===== src/rtl/sbis_pkg.sv =====
package sbis_pkg;
    localparam int STAT_W = 7;

    localparam int B_MPE  = 0;
    localparam int B_TAS  = 1;
    localparam int B_TAR  = 2;
    localparam int B_MAB  = 3;
    localparam int B_SERR = 4;
    localparam int B_DPE  = 5;
    localparam int B_RST  = 6;

    typedef enum logic [1:0] {
        RT_IDLE    = 2'd0,
        RT_HELD    = 2'd1,
        RT_RELEASE = 2'd2
    } rt_state_t;
endpackage


===== src/rtl/sbis_rst_tracker.sv =====
module sbis_rst_tracker
    import sbis_pkg::*;
(
    input  logic clk,
    input  logic rst_n,
    input  logic ctl,
    output logic rel_pulse
);
    rt_state_t state_q, state_d;

    always_ff @(posedge clk) begin
        if (!rst_n) state_q <= RT_IDLE;
        else        state_q <= state_d;
    end

    always_comb begin
        state_d = state_q;
        unique case (state_q)
            RT_IDLE:    state_d = ctl ? RT_HELD : RT_IDLE;
            RT_HELD:    state_d = ctl ? RT_HELD : RT_RELEASE;
            RT_RELEASE: state_d = ctl ? RT_HELD : RT_IDLE;
            default:    state_d = RT_IDLE;
        endcase
    end

    always_comb begin
        rel_pulse = (state_q == RT_RELEASE);
    end

    AST_RELEASE_PULSE: assert property (@(posedge clk) disable iff (!rst_n)
        (state_q == RT_HELD && !ctl) |=> rel_pulse);
    AST_NO_PULSE_ON_HIGH: assert property (@(posedge clk) disable iff (!rst_n)
        ctl |=> !rel_pulse);
endmodule


===== src/rtl/sbis_event_qual.sv =====
module sbis_event_qual
    import sbis_pkg::*;
(
    input  logic              rel_pulse,
    input  logic              perr_resp_en,
    input  logic              ev_wr_perr_tgt,
    input  logic              ev_rd_perr_mst,
    input  logic              ev_addr_perr,
    input  logic              ev_serr,
    input  logic              ev_mst_abort,
    input  logic              ev_tgt_abort_rcvd,
    input  logic              ev_tgt_abort_sig,
    input  logic              ev_perr_seen,
    input  logic              ev_perr_as_mst,
    input  logic [STAT_W-1:0] src_mask,
    output logic [STAT_W-1:0] set_vec
);
    logic [STAT_W-1:0] raw;

    always_comb begin
        raw         = '0;
        raw[B_RST]  = rel_pulse;
        raw[B_DPE]  = ev_wr_perr_tgt | ev_rd_perr_mst | ev_addr_perr;
        raw[B_SERR] = ev_serr;
        raw[B_MAB]  = ev_mst_abort;
        raw[B_TAR]  = ev_tgt_abort_rcvd;
        raw[B_TAS]  = ev_tgt_abort_sig;
        raw[B_MPE]  = ev_perr_seen & ev_perr_as_mst & perr_resp_en;
        set_vec     = raw & ~src_mask;
    end
endmodule


===== src/rtl/sbis_status_reg.sv =====
module sbis_status_reg #(
    parameter int W = 7
) (
    input  logic         clk,
    input  logic         rst_n,
    input  logic [W-1:0] set_vec,
    input  logic [W-1:0] clr_vec,
    output logic [W-1:0] stat
);
    for (genvar i = 0; i < W; i++) begin : g_bit
        always_ff @(posedge clk) begin
            if (!rst_n)          stat[i] <= 1'b0;
            else if (set_vec[i]) stat[i] <= 1'b1;
            else if (clr_vec[i]) stat[i] <= 1'b0;
        end

        AST_SET_WINS: assert property (@(posedge clk) disable iff (!rst_n)
            set_vec[i] |=> stat[i]);
        AST_HOLD_NO_CLR: assert property (@(posedge clk) disable iff (!rst_n)
            (stat[i] && !clr_vec[i]) |=> stat[i]);
        AST_CLR_EMPTIES: assert property (@(posedge clk) disable iff (!rst_n)
            (clr_vec[i] && !set_vec[i]) |=> !stat[i]);
    end
endmodule


===== src/rtl/bridge_sec_irq_status.sv =====
module bridge_sec_irq_status
    import sbis_pkg::*;
#(
    parameter int DATA_W = 32
) (
    input  logic              clk,
    input  logic              rst_n,
    input  logic              sec_rst_ctl,
    input  logic              perr_resp_en,
    input  logic              ev_wr_perr_tgt,
    input  logic              ev_rd_perr_mst,
    input  logic              ev_addr_perr,
    input  logic              ev_serr,
    input  logic              ev_mst_abort,
    input  logic              ev_tgt_abort_rcvd,
    input  logic              ev_tgt_abort_sig,
    input  logic              ev_perr_seen,
    input  logic              ev_perr_as_mst,
    input  logic [STAT_W-1:0] src_mask,
    input  logic              reg_wr,
    input  logic [DATA_W-1:0] reg_wdata,
    output logic [DATA_W-1:0] reg_rdata,
    output logic              irq
);
    localparam int RSVD_W = DATA_W - STAT_W;

    logic              rel_pulse;
    logic [STAT_W-1:0] set_vec;
    logic [STAT_W-1:0] clr_vec;
    logic [STAT_W-1:0] stat;
    logic              unused_wdata_hi;

    assign unused_wdata_hi = ^reg_wdata[DATA_W-1:STAT_W];
    assign clr_vec         = {STAT_W{reg_wr}} & reg_wdata[STAT_W-1:0];

    sbis_rst_tracker u_trk (
        .clk       (clk),
        .rst_n     (rst_n),
        .ctl       (sec_rst_ctl),
        .rel_pulse (rel_pulse)
    );

    sbis_event_qual u_qual (
        .rel_pulse         (rel_pulse),
        .perr_resp_en      (perr_resp_en),
        .ev_wr_perr_tgt    (ev_wr_perr_tgt),
        .ev_rd_perr_mst    (ev_rd_perr_mst),
        .ev_addr_perr      (ev_addr_perr),
        .ev_serr           (ev_serr),
        .ev_mst_abort      (ev_mst_abort),
        .ev_tgt_abort_rcvd (ev_tgt_abort_rcvd),
        .ev_tgt_abort_sig  (ev_tgt_abort_sig),
        .ev_perr_seen      (ev_perr_seen),
        .ev_perr_as_mst    (ev_perr_as_mst),
        .src_mask          (src_mask),
        .set_vec           (set_vec)
    );

    sbis_status_reg #(.W(STAT_W)) u_stat (
        .clk     (clk),
        .rst_n   (rst_n),
        .set_vec (set_vec),
        .clr_vec (clr_vec),
        .stat    (stat)
    );

    always_comb begin
        reg_rdata = {{RSVD_W{1'b0}}, stat};
        irq       = |stat;
    end

    AST_IRQ_HOLD: assert property (@(posedge clk) disable iff (!rst_n)
        (irq && !reg_wr) |=> irq);
    AST_MPE_NEEDS_EN: assert property (@(posedge clk) disable iff (!rst_n)
        (!perr_resp_en && !reg_rdata[B_MPE]) |=> !reg_rdata[B_MPE]);
    AST_DPE_NO_EN_GATE: assert property (@(posedge clk) disable iff (!rst_n)
        (ev_addr_perr && !src_mask[B_DPE]) |=> reg_rdata[B_DPE]);
endmodule


===== config.mk =====
export PLATFORM = sky130hd
export DESIGN_NAME = bridge_sec_irq_status
export DESIGN_NICKNAME = d
export VERILOG_FILES = /design/src/rtl/sbis_pkg.sv /design/src/rtl/sbis_rst_tracker.sv /design/src/rtl/sbis_event_qual.sv /design/src/rtl/sbis_status_reg.sv /design/src/rtl/bridge_sec_irq_status.sv
export SDC_FILE = /design/constraint.sdc
export NUM_CORES = 1
export LEC_CHECK = 0
export BUFFER_PORTS_ARGS = -buffer_cell sky130_fd_sc_hd__buf_2
export CAP_MARGIN = 20
export CORE_MARGIN = 3
export CORE_UTILIZATION = 28
export DETAILED_ROUTE_END_ITERATION = 6
export GPL_ROUTABILITY_DRIVEN = 0
export PLACE_DENSITY = 0.79
export SYNTH_ARGS = -nofsm -noshare
export SYNTH_HDL_FRONTEND = slang
export SYNTH_SLANG_ARGS = --single-unit

===== constraint.sdc =====
create_clock -name clk -period 1.1 [get_ports clk]
set_clock_uncertainty 0.15 [all_clocks]
set_input_delay 0.055 -clock clk [delete_from_list [all_inputs] [get_ports clk]]
set_output_delay 0.055 -clock clk [all_outputs]
set_load 0.005 [all_outputs]

* Word-level counts from Yosys, hierarchy flattened *
Index checks and enable logic that the tools add are counted.

storage, ports and cells
  register bits after elaboration = 9
  output and inout bits = 33

cells by class
  equality and inequality tests = 2
  muxes and demuxes = 17
  bitwise logic cells = 7
  reductions and logical operators = 10

operators by type and width
  operator              number
  $mux W1               15
  $and A7 B7 Y7         2
  $reduce_bool A2 Y1    7
  $not A7 Y7            1
  $reduce_or A7 Y1      1
  $pmux W2 S2           1
  $and A1 B1 Y1         2
  $eq A2 B1 Y1 const B  1
  $eq A2 B2 Y1 const B  1
  $logic_not A2 Y1      1
  $mux W2               1
  $or A1 B1 Y1          2
  $reduce_or A2 Y1      1

* Depth between registers and ports, before layout *
Gate-level depths: netlist of run 1.

  word-level depth = 4
  gate-level depth with buffers = 3

* By module *
Synthesis of run 1 repeated with hierarchy kept, for this count alone.

second synthesis, totals
  cells, all modules = 71
  area, all modules = 604.3 µm²

modules (own cells, without submodules)
  module                 times used  cells an instance  area an instance (µm²)
  bridge_sec_irq_status  1           36                 250.2
  sbis_status_reg        1           21                 236.5
  sbis_rst_tracker       1           6                  67.6
  sbis_event_qual        1           8                  50.0

* Worst setup path before layout of run 1 *
OpenSTA, ideal clock, no wires.

  path type = in2reg
  from = input port ev_addr_perr
  to = register u_stat.stat[5]
  library setup time = 117 ps
  data arrival time = 597 ps
  setup slack = 236 ps
  stages = 2
  cell sequence = or3_1 > a32o_1

on the way
  cells in the longest elaborated chain, start to end = 3
  elaborated cells on any way between the ends = 4
  classes of those cells = mux: 1; bitwise: 2; reduce/logical: 1

RTL lines
  element                                               RTL line                     RTL
  start, declared                                       bridge_sec_irq_status.sv:12  input logic ev_addr_perr,
  $or A1 B1 Y1 (*)                                      sbis_event_qual.sv:23        raw[B_DPE] = ev_wr_perr_tgt | ev_rd_perr_mst | ev_addr_perr;
  $and A7 B7 Y7 (*)                                     sbis_event_qual.sv:29        set_vec = raw & ~src_mask;
  $mux W1 / $reduce_bool A2 Y1 (equally long branches)  -
  end signal, assigned by index                         sbis_status_reg.sv:12        if (!rst_n) stat[i] <= 1'b0;
  end signal, assigned by index                         sbis_status_reg.sv:13        else if (set_vec[i]) stat[i] <= 1'b1;
  end signal, assigned by index                         sbis_status_reg.sv:14        else if (clr_vec[i]) stat[i] <= 1'b0;
  end, declared                                         sbis_status_reg.sv:8         output logic [W-1:0] stat

Mark *: on every way between the ends. The rest lies on a longest branch, timed or not.
A chain may end at the register's enable or synchronous reset.

* Worst setup path after layout of run 1 *
  from = register u_stat.stat[6]
  to = output port irq

on the way
  cells in the longest elaborated chain, start to end = 1

RTL lines
  element           RTL line                     RTL
  $reduce_or A7 Y1  bridge_sec_irq_status.sv:69  irq = |stat;
  end, declared     bridge_sec_irq_status.sv:23  output logic irq

No other way between the ends.

==> Flow_metrics.wiki, run 1 <==
{| class="wikitable"
! Metric !! Value
|-
| Result of the run || complete, but fails checks
|-
| Failing checks || hold timing, setup timing
|-
| Clock Tree Root || sky130_fd_sc_hd__clkbuf_4
|-
| GR Util met1 || 10.95%
|-
| Worst endpoint required time || 0.89 ns
|-
| Share of the yosys chip area belonging to registers || 31.51%
|-
| FMAX || 820.6 MHz
|-
| Top area cells in the synthesized netlist || sky130_fd_sc_hd__buf_4 33%, sky130_fd_sc_hd__dfxtp_1 32%, sky130_fd_sc_hd__a21boi_0 7.9%, sky130_fd_sc_hd__o21a_1 7.9%, sky130_fd_sc_hd__nor2b_1 5.5%
|-
| Share of the clock period used by the worst path after layout || 110.8%
|-
| Detailed-route wire length per cell || 10.02 µm
|-
| Number of placed instances, taps included || 122
|-
| Global-route total usage across every layer || 11.89%
|-
| Die Width || 51.19 µm
|-
| Maximum buffer depth of the clock tree || 2
|-
| Detailed placer's ending HPWL || 970.6 µm
|-
| Min-Delay Startpoint || ev_wr_perr_tgt
|-
| Worst slack at placement || 0.1047 ns
|-
| Hold slack final || -0.05194 ns
|-
| Most common library cell in the layout ignoring fill and taps || sky130_fd_sc_hd__buf_2
|-
| Count of synthesis-stage warnings from yosys || 0
|-
| Share of final-layout standard cells stronger than drive strength 1 || 36.44%
|-
| Count of buffers inserted at the top-level ports || 35
|-
| R2R Setup Slk || 0.10 ns
|-
| Total setup violations reported at the end of the flow || 1
|-
| Met3 routing resource usage after global routing || 2.624%
|-
| Leak || 0.4526 nW
|-
| Biggest area consumer among synthesized cells || sky130_fd_sc_hd__buf_4
|-
| Pin count of the biggest net entering global routing || 8
|-
| First-iteration detailed-routing DRC count || 0
|-
| Gr ovfl total || 0
|-
| Post-synthesis instance area || 571.8 µm²
|-
| Via count of the first global-routing pass || 573
|-
| Met2 usage || 24.03%
|-
| Hold-critical path depth || 3
|-
| Number of core rows || 15
|-
| H-tree Lvls || 1
|-
| Area of the multi-input gates || 295.3 µm²
|-
| Number of max-slew violations in the final report || 0
|-
| Reg-to-reg critical path endpoint || u_stat.stat[6]
|-
| Fillers || 177
|-
| Min-Delay Endpoint || u_stat.stat[5]
|-
| TritonCTS buffer count || 3
|-
| Clock Latency Late Sink || 0.25 ns
|-
| Category of the worst setup path launch point || flip-flop
|-
| Peak supply drop || 0.5945 mV
|-
| Wire length of the first global-routing pass || 2.352 mm
|-
| Classification of the worst-slack hold path || in2reg
|-
| Synth-to-Final Area Change || 53.61%
|-
| Post-synth cell types || 16
|-
| Number of clock sinks || 9
|-
| Top library cells by usage in the layout, fill and taps aside || 35 x sky130_fd_sc_hd__buf_2, 25 x sky130_fd_sc_hd__conb_1, 16 x sky130_fd_sc_hd__dlygate4sd3_1
|-
| I/O pin count || 86
|-
| Post-route ant nets || 0
|-
| Highest fanout seen on the critical path || 2
|-
| Number of standard cells after synthesis || 64
|-
| Sequential standard cell area || 182.7 µm²
|-
| CTS tree || built
|-
| Ratio of total power to cell area || 900.5 nW/µm²
|-
| Setup repair after global routing missed its margin || yes
|-
| Number of antenna violations at the first check in global routing || 0
|-
| Clock-pin slew reported for the worst setup and hold paths after clock tree synthesis || 0.06 ns
|-
| Arrival time at the worst endpoint || 1.01 ns
|-
| Drt drc || 0
|-
| Count of antenna diodes in the layout || 0
|-
| Floorplan core area || 1821 µm²
|-
| Worst R2R Path Depth || 3
|-
| Total vias in the final route || 572
|-
| Height of the chip || 51.19 µm
|-
| Number of nets in the final layout || 172
|-
| Proportion of netlist area held by the largest area contributor || 32.82%
|-
| Mean area per synthesized cell || 8.934 µm²
|-
| Most crowded layer after global routing || met2
|-
| Number of cells in the finished layout apart from fillers || 143
|-
| Final worst setup slack || -0.1187 ns
|-
| DR vias/cell || 4.000
|-
| Reg-to-reg startpoint || u_stat.stat[6]
|-
| Routed WL || 1.433 mm
|-
| Setup crit end kind || output port
|-
| Final Hold Fails || 1
|-
| Type of the worst setup path || reg2out
|-
| Total Die Area || 2620 µm²
|-
| Register bit total from synthesis || 9
|-
| Max Cap Violations || 0
|-
| Starting density of the core || 31.41%
|-
| Final period demand of the worst path || 1.219 ns
|-
| Number of detailed-route iterations in the first pass || 1
|}
worst max path at each step:
stage | from | slack [ns] | end | cells after the start
floorplan | ev_addr_perr | 0.24 | u_stat.stat[5] | 2
global placement | ev_addr_perr | 0.11 | u_stat.stat[5] | 3
detailed placement | u_stat.stat[0] | 0.10 | irq | 3
CTS | u_stat.stat[6] | -0.14 | irq | 3
global route | u_stat.stat[6] | -0.21 | irq | 3
finish | u_stat.stat[6] | -0.12 | irq | 3
report_power, final:
part	switching, mW	internal, mW	total, mW
sequential	0.0131	0.344	0.357
combinational	0.0724	0.111	0.183
clock	0.111	0.140	0.251
total	0.197	0.594	0.791
logic make-up (layout without fill, tap and decap cells):
logic type,Yosys count,count (layout),synth area share [%]
buffers and inverters,26,56,33.70
AOI/OAI and AO/OA,14,14,18.38
and+or+nand+nor,14,14,15.76
DFF,9,9,31.51
other,1,25,0.6558
layer usage:
layer | part of all wire, % | wire (µm) | up-vias
met2 | 58 | 824 | 35
met1 | 33 | 469 | 263
met3 | 9.8 | 140 | 0
li1 | - | - | 274
met4 | 0 | 0 | 0
met5 | 0 | 0 | -
cell usage after synthesis (all sizes together):
cell type	n
o21a	6
nor3	1
nor3b	1
nor4	1
a21oi	1
nor2b	5
a32o	1
conb	1
and4b	1
a21boi	6
nand2	3
dfxtp	9
buf	26
or3	1
and4bb	1
flip-flops by register name, indices dropped and copies added (netlist names):
register / flops
u_stat.stat: 7
u_trk.state_q: 2
metrics by stage:
step | area, µm² | power (mW) | hold slack (ns) | TNS, ns | util (%)
after floorplan | 661.9 | 0.4873 | 0.02109 | 0 | -
after global placement | 675.6 | 0.4915 | 0.1349 | 0 | 37.11
after detailed placement | 675.6 | 0.4950 | 0.1388 | 0 | 37.11
after CTS | 857.1 | 0.7872 | -0.05730 | -0.1444 | 47.08
after global routing | 878.3 | 0.8480 | -0.02801 | -0.2149 | 48.25
final | 878.3 | 0.7909 | -0.05194 | -0.1187 | 48.25
critical path, cell delays in order, from the launching register on:
cell and delay [ns]:
sky130_fd_sc_hd__dfxtp_2 0.32, sky130_fd_sc_hd__nor4_2 0.24, sky130_fd_sc_hd__nand2_1 0.07, sky130_fd_sc_hd__buf_2 0.13
what timing repair did:
item                       in CTS  in global routing
pin swaps                       1                  0
gates cloned                    0                  0
hold endpoints to repair        8                  2
setup endpoints to repair       1                  1
hold buffers                   14                  2
buffers inserted                1                  0
gates resized for setup         2                  1
layout make-up:
type	instances	share of cell area, %
repair buffers	52	39.03
well taps	25	3.561
clock buffers	4	2.991
flip-flops and latches	9	20.80
multi-input cells	53	33.62
Power figures use the tool's default switching activity.
==> run 2: changes to the inputs <==
--- a/config.mk
+++ b/config.mk
@@ -6,8 +6,7 @@
 export NUM_CORES = 1
 export LEC_CHECK = 0
 export BUFFER_PORTS_ARGS = -buffer_cell sky130_fd_sc_hd__buf_2
-export CAP_MARGIN = 20
-export CORE_MARGIN = 3
+export CORE_MARGIN = 2
 export CORE_UTILIZATION = 28
 export DETAILED_ROUTE_END_ITERATION = 6
 export GPL_ROUTABILITY_DRIVEN = 0
==> Flow_metrics.wiki, run 2 (synthesis results as in run 1) <==
{| class="wikitable"
! Metric !! Value
|-
| Result of the run || complete, but fails checks
|-
| Failing checks || hold timing, setup timing
|-
| Reg-to-reg startpoint || u_stat.stat[5]
|-
| Share of the clock period used by the worst path after layout || 111.3% (+0.50 points)
|-
| Clock Latency Late Sink || 0.25 ns (about the same)
|-
| Cell with the largest stage delay on the worst path || sky130_fd_sc_hd__dfxtp_2
|-
| CTS tree || built
|-
| Crit path capture || irq
|-
| Worst endpoint required time || 0.89 ns (about the same)
|-
| TritonCTS buffer count || 3 (unchanged)
|-
| Crit path cell chain || nor4_2 -> nand2_1 -> buf_2
|-
| DR vias/cell || 3.884 (-2.9%)
|-
| Die Width || 49.19 µm (-3.9%)
|-
| Leak || 0.4660 nW (+3.0%)
|-
| Routed WL || 1.381 mm (-3.6%)
|-
| Path length in cells of the critical path || 3 (unchanged)
|-
| Synth-to-Final Area Change || 57.11%
|-
| Pin count of the biggest net entering global routing || 8 (unchanged)
|-
| Setup crit end kind || output port
|-
| Max FFs per register || 7 (unchanged)
|-
| Peak supply drop || 0.6662 mV (+12%)
|-
| Final worst setup slack || -0.1242 ns (-0.005501 ns)
|-
| Arrival time at the worst endpoint || 1.02 ns (about the same)
|-
| Share of final-layout standard cells stronger than drive strength 1 || 36.97% (+0.53 points)
|-
| Largest delay share family, worst path || flip-flops
|-
| H-tree Lvls || 1 (unchanged)
|-
| Detailed placer's ending HPWL || 997 µm (+2.7%)
|-
| Count of antenna diodes in the layout || 0 (unchanged)
|-
| Number of clock sinks || 9 (unchanged)
|-
| Highest fanout seen on the critical path || 2 (unchanged)
|-
| Max Cap Violations || 0 (unchanged)
|-
| First-iteration detailed-routing DRC count || 4 (+4)
|-
| Worst slack at placement || 0.1154 ns (+0.01064 ns)
|-
| Detailed-route wire length per cell || 9.459 µm (-5.6%)
|-
| Worst R2R Path Depth || 2 (-1)
|-
| Drt drc || 0 (unchanged)
|-
| Clock-pin slew reported for the worst setup and hold paths after clock tree synthesis || 0.06 ns (about the same)
|-
| Category of the worst setup path launch point || flip-flop
|-
| Height of the chip || 49.19 µm (-3.9%)
|-
| Regs by FF count || u_stat.stat x7, u_trk.state_q x2
|-
| Starting density of the core || 29.45% (-2.0 points)
|-
| Number of antenna violations at the first check in global routing || 0 (unchanged)
|-
| Setup repair after global routing missed its margin || yes
|-
| Gr ovfl total || 0 (unchanged)
|-
| Number of nets in the final layout || 173 (+0.58%)
|-
| Number of max-slew violations in the final report || 0 (unchanged)
|-
| Type of the worst setup path || reg2out
|-
| Classification of the worst-slack hold path || in2reg
|-
| Maximum buffer depth of the clock tree || 2 (unchanged)
|-
| Total Die Area || 2420 µm² (-7.7%)
|-
| Via count of the first global-routing pass || 498 (-13%)
|-
| Total setup violations reported at the end of the flow || 1 (unchanged)
|-
| Final Hold Fails || 1 (unchanged)
|-
| Min-Delay Startpoint || ev_wr_perr_tgt
|-
| Floorplan core area || 1942 µm² (+6.7%)
|-
| Top library cells by usage in the layout, fill and taps aside || 35 x sky130_fd_sc_hd__buf_2, 25 x sky130_fd_sc_hd__conb_1, 16 x sky130_fd_sc_hd__dlygate4sd3_1
|-
| Number of detailed-route iterations in the first pass || 2 (+1)
|-
| # hold bufs at CTS || 17 (+3)
|-
| Critical path's largest stage delay || 0.32 ns (about the same)
|-
| Startpoint of the most critical setup path || u_stat.stat[5]
|-
| FMAX || 816.9 MHz (-0.45%)
|-
| R2R Setup Slk || 0.19 ns (+0.09 ns)
|-
| Count of buffers inserted at the top-level ports || 35 (unchanged)
|-
| Register name with the most flops || u_stat.stat
|-
| I/O pin count || 86 (unchanged)
|-
| Hold slack final || -0.04591 ns (+0.006028 ns)
|-
| Clock Tree Root || sky130_fd_sc_hd__clkbuf_4
|-
| Global-route total usage across every layer || 12.20% (+0.30 points)
|-
| Reg-to-reg critical path endpoint || u_stat.stat[5]
|-
| Final period demand of the worst path || 1.224 ns (+0.005501 ns)
|-
| Buf/Inv on CP || 1 (unchanged)
|-
| Total vias in the final route || 567 (-0.87%)
|-
| Most common library cell in the layout ignoring fill and taps || sky130_fd_sc_hd__buf_2
|-
| Wire length of the first global-routing pass || 2.180 mm (-7.3%)
|-
| Number of core rows || 16 (+1)
|-
| Post-route ant nets || 0 (unchanged)
|-
| Ratio of total power to cell area || 886.3 nW/µm² (-1.6%)
|}
run 2: changes by cell type in the layout (fill, tap and decap cells not counted), sizes merged:
cell / previous run / this run
dlymetal6s4s: 0 / 1
run 2: cell type report:
type                       instances  area (µm²)
fill                             192        1044
timing repair buffer              53       355.3
multi-input combinational         53       300.3
sequential                         9       182.7
tap                               27       33.78
clock buffer                       4       26.28
run 2: how the worst min path moves through the flow:
stage / to / slack [ns] / depth (start not counted)
6_report: u_stat.stat[5] / -0.05 / 3
5_1_grt: u_stat.stat[5] / -0.06 / 3
3_5_place_dp: u_trk.state_q[0] / 0.15 / 3
2_1_floorplan: u_trk.state_q[0] / 0.02 / 2
3_3_place_gp: u_trk.state_q[0] / 0.14 / 3
4_1_cts: u_stat.stat[5] / -0.05 / 3
run 2: where the power goes:
part           leakage [nW]  switching, mW  internal [mW]
registers            0.0746         0.0134          0.345
clock network        0.0150          0.107          0.139
logic                 0.376         0.0731          0.119
total                 0.466          0.193          0.603
run 2: worst reg2reg max path, cell delays in order (launching register included):
cell,delay [ns]
sky130_fd_sc_hd__dfxtp_2,0.32
sky130_fd_sc_hd__buf_4,0.13
sky130_fd_sc_hd__a32o_1,0.20
run 2: repair_timing:
item / CTS / global route
buffers inserted: 1 / 0
hold endpoints to repair: 9 / 1
resized for setup: 3 / 2
endpoints found under the setup margin: 1 / 2
gates cloned: 0 / 0
pin swaps: 2 / 0
run 2: per-layer routing:
| metal | GRT usage (%) | up-vias | wire length (µm) |
|---|---|---|---|
| met5 | 0 | - | 0 |
| met1 | 12.69 | 254 | 545 |
| met2 | 20.72 | 38 | 698 |
| met4 | 2.857 | 0 | 0 |
| li1 | - | 275 | - |
| met3 | 7.362 | 0 | 136 |
run 2: per-stage QoR:
stage	setup TNS (ns)	total power, mW	instances	utilization, %	area (µm²)
after detailed placement	0	0.4966	124	34.92	678.2
after floorplan	0	0.4873	88	-	661.9
after global routing	-0.1984	0.8735	146	46.26	898.4
after CTS	-0.1477	0.8111	146	46.07	894.6
after global placement	0	0.4922	124	34.92	678.2
final	-0.1242	0.7962	146	46.26	898.4
